==> config.mk <==
export PLATFORM = sky130hd
export DESIGN_NAME = stereo_serial_tx
export DESIGN_NICKNAME = d
export VERILOG_FILES = /design/src/rtl/sst_pkg.sv /design/src/rtl/sst_resync.sv /design/src/rtl/sst_timebase.sv /design/src/rtl/sst_word_hold.sv /design/src/rtl/sst_slot_encoder.sv /design/src/rtl/stereo_serial_tx.sv
export SDC_FILE = /design/constraint.sdc
export NUM_CORES = 1
export LEC_CHECK = 0
export ABC_CLOCK_PERIOD_IN_PS = 2900
export BUFFER_PORTS_ARGS = -buffer_cell sky130_fd_sc_hd__buf_2
export CORE_ASPECT_RATIO = 1.4
export CORE_MARGIN = 5
export CORE_UTILIZATION = 56
export DETAILED_ROUTE_END_ITERATION = 8
export PLACE_DENSITY = 0.86
export SETUP_SLACK_MARGIN = 0.1
export SLEW_MARGIN = 5
export SYNTH_ARGS = -nofsm -noshare
export SYNTH_HDL_FRONTEND = slang
export SYNTH_SLANG_ARGS = --single-unit
==> constraint.sdc <==
create_clock -name clk -period 2.9 [get_ports clk]
set_input_delay 0.145 -clock clk [delete_from_list [all_inputs] [get_ports clk]]
set_output_delay 0.145 -clock clk [all_outputs]
set_load 0.005 [all_outputs]
==> src/rtl/sst_pkg.sv <==
package sst_pkg;
  typedef struct packed {
    logic sync_coinc;
    logic slave;
    logic right_just;
    logic idle_low;
  } sst_mode_t;
endpackage

==> src/rtl/sst_resync.sv <==
module sst_resync #(
  parameter int STAGES = 2
) (
  input  logic clk,
  input  logic rst_n,
  input  logic en,
  input  logic clr,
  input  logic d,
  output logic q
);
  logic [STAGES-1:0] st_q, st_d;

  for (genvar i = 0; i < STAGES; i++) begin : g_stage
    if (i == 0) begin : g_first
      always_comb st_d[i] = clr ? 1'b0 : (en ? d : st_q[i]);
    end else begin : g_rest
      always_comb st_d[i] = clr ? 1'b0 : (en ? st_q[i-1] : st_q[i]);
    end
  end

  always_ff @(posedge clk or negedge rst_n) begin
    if (!rst_n) st_q <= '0;
    else        st_q <= st_d;
  end

  assign q = st_q[STAGES-1];
endmodule

==> src/rtl/sst_timebase.sv <==
module sst_timebase
  import sst_pkg::*;
#(
  parameter int SLOT_W      = 6,
  parameter int SYNC_STAGES = 2
) (
  input  logic              clk,
  input  logic              rst_n,
  input  logic              clki_en,
  input  logic              pwr_dn,
  input  sst_mode_t         mode,
  input  logic              ext_sync,
  input  logic              ext_sclk,
  output logic              adv,
  output logic [SLOT_W-1:0] slot_eff,
  output logic              m_sclk_nxt
);
  localparam int PH_W = SLOT_W + 1;

  logic [PH_W-1:0]   ph_q, ph_d, ph_inc;
  logic [SLOT_W-1:0] slot_q, slot_d, s_next;
  logic              yprev_q, yprev_d;
  logic              sclk_last_q, sclk_last_d;
  logic              sclk_rs, sync_rs, s_rise, s_realign;

  sst_resync #(.STAGES(SYNC_STAGES)) u_rs_sclk (
    .clk(clk), .rst_n(rst_n), .en(clki_en), .clr(pwr_dn), .d(ext_sclk), .q(sclk_rs)
  );
  sst_resync #(.STAGES(SYNC_STAGES)) u_rs_sync (
    .clk(clk), .rst_n(rst_n), .en(clki_en), .clr(pwr_dn), .d(ext_sync), .q(sync_rs)
  );

  // slot decode: master from the phase counter, slave from resampled edges
  always_comb begin
    ph_inc     = ph_q + 1'b1;
    s_rise     = sclk_rs & ~sclk_last_q;
    s_realign  = sync_rs & ~yprev_q;
    s_next     = s_realign ? (mode.sync_coinc ? '0 : '1) : slot_q + 1'b1;
    m_sclk_nxt = ~ph_inc[0];
    adv        = mode.slave ? s_rise : ~ph_inc[0];
    slot_eff   = mode.slave ? (s_rise ? s_next : slot_q) : ph_inc[PH_W-1:1];
  end

  // next state
  always_comb begin
    ph_d        = ph_q;
    slot_d      = slot_q;
    yprev_d     = yprev_q;
    sclk_last_d = sclk_last_q;
    if (pwr_dn) begin
      ph_d        = '1;
      slot_d      = '1;
      yprev_d     = 1'b0;
      sclk_last_d = 1'b0;
    end else if (clki_en) begin
      ph_d        = ph_inc;
      sclk_last_d = sclk_rs;
      if (s_rise) begin
        slot_d  = s_next;
        yprev_d = sync_rs;
      end
    end
  end

  always_ff @(posedge clk or negedge rst_n) begin
    if (!rst_n) begin
      ph_q        <= '1;
      slot_q      <= '1;
      yprev_q     <= 1'b0;
      sclk_last_q <= 1'b0;
    end else begin
      ph_q        <= ph_d;
      slot_q      <= slot_d;
      yprev_q     <= yprev_d;
      sclk_last_q <= sclk_last_d;
    end
  end
endmodule

==> src/rtl/sst_word_hold.sv <==
module sst_word_hold #(
  parameter int W = 16
) (
  input  logic         clk,
  input  logic         rst_n,
  input  logic         smp_load,
  input  logic [W-1:0] left_in,
  input  logic [W-1:0] right_in,
  input  logic         xfer,
  output logic [W-1:0] left_nxt,
  output logic [W-1:0] right_nxt
);
  logic [W-1:0] hold_l_q, hold_l_d, hold_r_q, hold_r_d;
  logic [W-1:0] tx_l_q, tx_l_d, tx_r_q, tx_r_d;

  always_comb begin
    hold_l_d = smp_load ? left_in  : hold_l_q;
    hold_r_d = smp_load ? right_in : hold_r_q;
    tx_l_d   = xfer ? hold_l_q : tx_l_q;
    tx_r_d   = xfer ? hold_r_q : tx_r_q;
  end

  always_ff @(posedge clk or negedge rst_n) begin
    if (!rst_n) begin
      hold_l_q <= '0;
      hold_r_q <= '0;
      tx_l_q   <= '0;
      tx_r_q   <= '0;
    end else begin
      hold_l_q <= hold_l_d;
      hold_r_q <= hold_r_d;
      tx_l_q   <= tx_l_d;
      tx_r_q   <= tx_r_d;
    end
  end

  assign left_nxt  = tx_l_d;
  assign right_nxt = tx_r_d;
endmodule

==> src/rtl/sst_slot_encoder.sv <==
module sst_slot_encoder
  import sst_pkg::*;
#(
  parameter int W      = 16,
  parameter int SLOT_W = 6
) (
  input  logic [SLOT_W-1:0] slot,
  input  sst_mode_t         mode,
  input  logic [W-1:0]      left_w,
  input  logic [W-1:0]      right_w,
  output logic              sdo_bit,
  output logic              oe,
  output logic              sync_lvl
);
  localparam int POS_W = SLOT_W - 1;
  localparam int HALF  = 2 * W;
  localparam int IDX_W = $clog2(W);

  logic             half, in_data;
  logic [POS_W-1:0] pos;
  logic [IDX_W-1:0] idx;
  logic [W-1:0]     word;

  always_comb begin
    half     = slot[SLOT_W-1];
    pos      = slot[POS_W-1:0];
    word     = half ? right_w : left_w;
    in_data  = mode.right_just ? (pos >= POS_W'(W)) : (pos < POS_W'(W));
    idx      = mode.right_just ? IDX_W'(POS_W'(HALF - 1) - pos)
                               : IDX_W'(POS_W'(W - 1) - pos);
    sdo_bit  = in_data & word[idx];
    oe       = in_data | mode.idle_low;
    sync_lvl = mode.sync_coinc ? ~half : ((&slot) | (~half & ~(&pos)));
  end
endmodule

==> src/rtl/stereo_serial_tx.sv <==
module stereo_serial_tx
  import sst_pkg::*;
#(
  parameter int WORD_W      = 16,
  parameter int SYNC_STAGES = 2
) (
  input  logic              clk,
  input  logic              rst_n,
  input  logic              clki_en,
  input  logic              pwr_dn,
  input  logic [WORD_W-1:0] left_smp,
  input  logic [WORD_W-1:0] right_smp,
  input  logic              smp_load,
  input  logic              mode_sync_coinc,
  input  logic              mode_slave,
  input  logic              mode_right_just,
  input  logic              mode_idle_low,
  input  logic              ext_sync,
  input  logic              ext_sclk,
  output logic              sync_o,
  output logic              sclk_o,
  output logic              sdo,
  output logic              sdo_oe
);
  localparam int SLOT_W = $clog2(4 * WORD_W);

  sst_mode_t         mode;
  logic              adv, m_sclk_nxt, xfer;
  logic [SLOT_W-1:0] slot_eff;
  logic [WORD_W-1:0] left_nxt, right_nxt;
  logic              enc_sdo, enc_oe, enc_sync;
  logic              sdo_q, sdo_d, oe_q, oe_d, sync_q, sync_d, sclk_q, sclk_d;

  assign mode = '{sync_coinc: mode_sync_coinc, slave: mode_slave,
                  right_just: mode_right_just, idle_low: mode_idle_low};

  sst_timebase #(.SLOT_W(SLOT_W), .SYNC_STAGES(SYNC_STAGES)) u_timebase (
    .clk(clk), .rst_n(rst_n), .clki_en(clki_en), .pwr_dn(pwr_dn), .mode(mode),
    .ext_sync(ext_sync), .ext_sclk(ext_sclk),
    .adv(adv), .slot_eff(slot_eff), .m_sclk_nxt(m_sclk_nxt)
  );

  assign xfer = clki_en & ~pwr_dn & adv & (slot_eff == '0);

  sst_word_hold #(.W(WORD_W)) u_word_hold (
    .clk(clk), .rst_n(rst_n), .smp_load(smp_load),
    .left_in(left_smp), .right_in(right_smp), .xfer(xfer),
    .left_nxt(left_nxt), .right_nxt(right_nxt)
  );

  sst_slot_encoder #(.W(WORD_W), .SLOT_W(SLOT_W)) u_encoder (
    .slot(slot_eff), .mode(mode), .left_w(left_nxt), .right_w(right_nxt),
    .sdo_bit(enc_sdo), .oe(enc_oe), .sync_lvl(enc_sync)
  );

  // output stage: updates only on the sample-clock enable
  always_comb begin
    sdo_d  = sdo_q;
    oe_d   = oe_q;
    sync_d = sync_q;
    sclk_d = sclk_q;
    if (pwr_dn) begin
      sdo_d  = 1'b0;
      oe_d   = 1'b0;
      sync_d = 1'b0;
      sclk_d = 1'b0;
    end else if (clki_en) begin
      sdo_d  = enc_sdo;
      oe_d   = enc_oe;
      sync_d = mode_slave ? 1'b0 : enc_sync;
      sclk_d = mode_slave ? 1'b0 : m_sclk_nxt;
    end
  end

  always_ff @(posedge clk or negedge rst_n) begin
    if (!rst_n) begin
      sdo_q  <= 1'b0;
      oe_q   <= 1'b0;
      sync_q <= 1'b0;
      sclk_q <= 1'b0;
    end else begin
      sdo_q  <= sdo_d;
      oe_q   <= oe_d;
      sync_q <= sync_d;
      sclk_q <= sclk_d;
    end
  end

  assign sdo    = sdo_q;
  assign sdo_oe = oe_q;
  assign sync_o = sync_q;
  assign sclk_o = sclk_q;
endmodule

==> flow_summary_export.csv <==
group,metric,value,unit
placement,dpl-instance-area,4591,µm²
worst_setup_path,crit_buf_inv,0,
worst_setup_path,crit_path_top_delay_cell,"dfstp_2",
clock_tree,clk_latency,0.35,ns
logic_synthesis,synth-seq-cells,87,
worst_setup_path,crit_chain,"ha_2 -> o21bai_4 -> a21oi_2 -> nor4_4 -> nand4_4 -> mux2i_1 -> a2111oi_2 -> o2111ai_1 -> o211ai_1",
logic_synthesis,synth.distinct_cells,65,
detailed_routing,drc_errors,0,
clock_tree,cts_num_sinks,87,
final_layout,fillers,539,
worst_setup_path,r2r_cells,9,
floorplan,fp.dieH,113.4,µm
global_route,met3_usage,0.03251,
sta,setup_viol,0,
logic_synthesis,synthFlopType,"dfrtp_1",
floorplan,die_x,83.85,µm
floorplan,core_area,7407,µm²
floorplan,die-area,9507,µm²
clock_tree,cts_tree,"yes",
placement,place_ws,-0.008653,ns
global_route,grt-ovfl-total,0,
sta,setup_ws,0.1038,ns
logic_synthesis,synthArstFlopShare,1.000,
run_status,status,"finished with violations",
clock_tree,clock_path_buffers,2,
logic_synthesis,syn_nets,392,
detailed_routing,dr.pass1.iters,5,
logic_synthesis,synth_top_area_cell,"dfrtp_1",
sta,fin_skew,0.009148,ns
detailed_routing,dr.first_iter.drc_count,175,
worst_setup_path,crit_fanout,7,
worst_setup_path,cp_top_family,"compound AO/OA/AOI/OAI gates",
clock_tree,cts.clk_slew.worst_paths,0.09,ns
global_route,antenna_found_initial,0,
sta,worst_pin_slew,1.045,ns
placement,io_buffers,46,
global_route,grt_use_met2,0.3346,
sta,hold_violations,29,
worst_setup_path,critPathMaxStageDelay,0.60,ns
final_layout,drive_gt1_frac,0.4561,
sta,fin_crit,2.796,ns
sta,slew_headroom,0.3036,
detailed_routing,wl_per_cell,17.97,µm
detailed_routing,final_antenna_net_count,0,
final_layout,finalCoreUtilization,0.6720,
sta,fin_crit_sh,0.9642,
sta,max_freq,0.3576,GHz
pwr,power_leakage,0.002352,µW
sta,setup_tns,0,ns
worst_setup_path,endpoint_kind,"flip-flop",
clock_tree,cts_inserted_buffers,9,
global_route,grt_pass1_wl,14400,µm
clock_tree,ctsHoldBuffers,0,
pwr,vdd_drop_max,0.3868,mV
final_layout,final_net_count,450,
logic_synthesis,yosys-top-cells-count,"dfrtp_1 (74), mux2_2 (60), nor2_1 (21)",
logic_synthesis,synth_edf_count,0,
worst_setup_path,arrival,3.07,ns
worst_setup_path,critPathKind,"reg2reg",
logic_synthesis,syn_inst,347,
final_layout,stdcell_area,4977,µm²
run_status,failed_checks,"negative hold slack",
placement,gp_congestion,0.9799,
worst_setup_path,critical_path_required,3.17,ns
sta,rsz0062_at_grt,"false",
logic_synthesis,ys_top_cells_by_area,"dfrtp_1 (43%), mux2_2 (16%), dfstp_2 (8.0%), mux2i_1 (2.8%), mux2_1 (2.1%)",
global_route,grt_use_total,0.1878,
global_route,grt_pass1_vias,3068,
final_layout,syn_to_final_growth,16.42,%
worst_setup_path,cp-start-kind,"flip-flop",
global_route,use_met1,0.2210,
sta,slew_viol_final,0,
clock_tree,ctsRootBufferMaster,"clkbuf_8",
placement,dp_hpwl,6056,µm
detailed_routing,wl,9109,µm
logic_synthesis,synth_top_cell_area_share,0.4331,
global_route,grt_max_degree,88,
min_path,hold_class,"in2async",
logic_synthesis,synth_warnings,0,
logic_synthesis,synth.most_common_cell,"dfrtp_1",
detailed_routing,routed-via-count,3037,
logic_synthesis,syn_area,4275,µm²
worst_setup_path,crit_cells,9,
sta,hold_ws,-0.02925,ns
final_layout,diodes,0,
floorplan,num_rows,37,
logic_synthesis,synth_area_per_cell,12.32,µm²
job,drv_cap,0,
detailed_routing,avgViaCountPerCell,5.990,
floorplan,initial_core_util,0.5772,
clock_tree,h-tree-depth,3,
pwr,p_per_area,548.8,nW/µm²
floorplan,ios,47,
global_route,grt-busiest-layer,"met2",
logic_synthesis,ys_seq_area_frac,0.5130,
-- report_power, final --
group          leakage [µW]  internal [µW]  switching [µW]  total (µW)
Combinational       0.00116            236             286         522
Sequential          0.00109           1300            58.1        1360
Clock              0.000101            407             443         851
-- cell families after synthesis --
logic type,Yosys count,synth area share
buf+inv,26,0.03014
simple gates,84,0.1095
flops,87,0.5130
xor+xnor,10,0.02048
compound gates,57,0.1103
fa+ha+maj,2,0.005852
mux,81,0.2107
-- final timing paths --
path                                          start                            to  slack [ns]
max                            u_timebase.slot_q[0]                           sdo        0.10
min                                           rst_n  u_timebase.u_rs_sclk.st_q[1]       -0.03
max reg2reg                    u_timebase.slot_q[0]                           sdo        0.10
min reg2reg                u_word_hold.hold_r_q[12]        u_word_hold.tx_r_q[12]        0.49
max in group asynchronous                     rst_n        u_word_hold.tx_l_q[15]        2.25
min in group clk                        left_smp[8]       u_word_hold.hold_l_q[8]        0.02
-- timing repair --
item	in CTS	in global routing
pin swaps	0	4
gates cloned	0	1
endpoints found under the setup margin	1	7
gates resized for setup	4	21
setup buffers	0	10
-- placed cells by master, fill, tap and decap left out, types with 3 or more instances in the layout --
master / instances
clkbuf_8: 9
nand2_1: 19
buf_4: 18
nand2b_1: 5
a221oi_1: 3
a221oi_2: 4
mux2i_1: 12
mux2_1: 8
mux2_2: 60
dfrtp_1: 74
inv_6: 3
nand3_1: 10
xor2_1: 6
xnor2_1: 4
o21ai_0: 7
buf_2: 45
dfstp_2: 13
nor2b_1: 3
a21oi_1: 5
o22ai_1: 3
nor2_1: 20
or3_1: 3
a31oi_1: 5
inv_1: 8
-- through the flow --
step / hold WS [ns] / cells / total power [µW]
2_1_floorplan: -0.1506 / 347 / 1693
3_3_place_gp: 0.3755 / 480 / 1816
3_5_place_dp: 0.3813 / 480 / 1832
4_1_cts: 0.005124 / 496 / 2688
5_1_grt: 0.004431 / 507 / 2857
6_report: -0.02925 / 507 / 2731
-- sequential cells by signal, summed over array words and instances, names as in the netlist, 2 cells and up --
register / flops
u_timebase.ph_q: 7
u_timebase.slot_q: 6
u_timebase.u_rs_sclk.st_q: 2
u_timebase.u_rs_sync.st_q: 2
u_word_hold.hold_l_q: 16
u_word_hold.hold_r_q: 16
u_word_hold.tx_l_q: 16
u_word_hold.tx_r_q: 16
-- cell type report --
cell class | count | area, µm² | area share
inverter | 8 | 30.03 | 0.006033
timing repair buffer | 64 | 371.6 | 0.07466
clock inverter | 7 | 77.57 | 0.01559
multi-input combinational | 235 | 2059 | 0.4138
tap | 97 | 121.4 | 0.02438
clock buffer | 9 | 123.9 | 0.02489
sequential | 87 | 2193 | 0.4407
-- metal layers --
layer  part of all wire  wire length (µm)
met1               0.38              3432
met3              0.052               474
met2               0.54              4901
met5                  0                 0
met4              0.033               300
No activity file was read; power rests on OpenSTA's default activity.
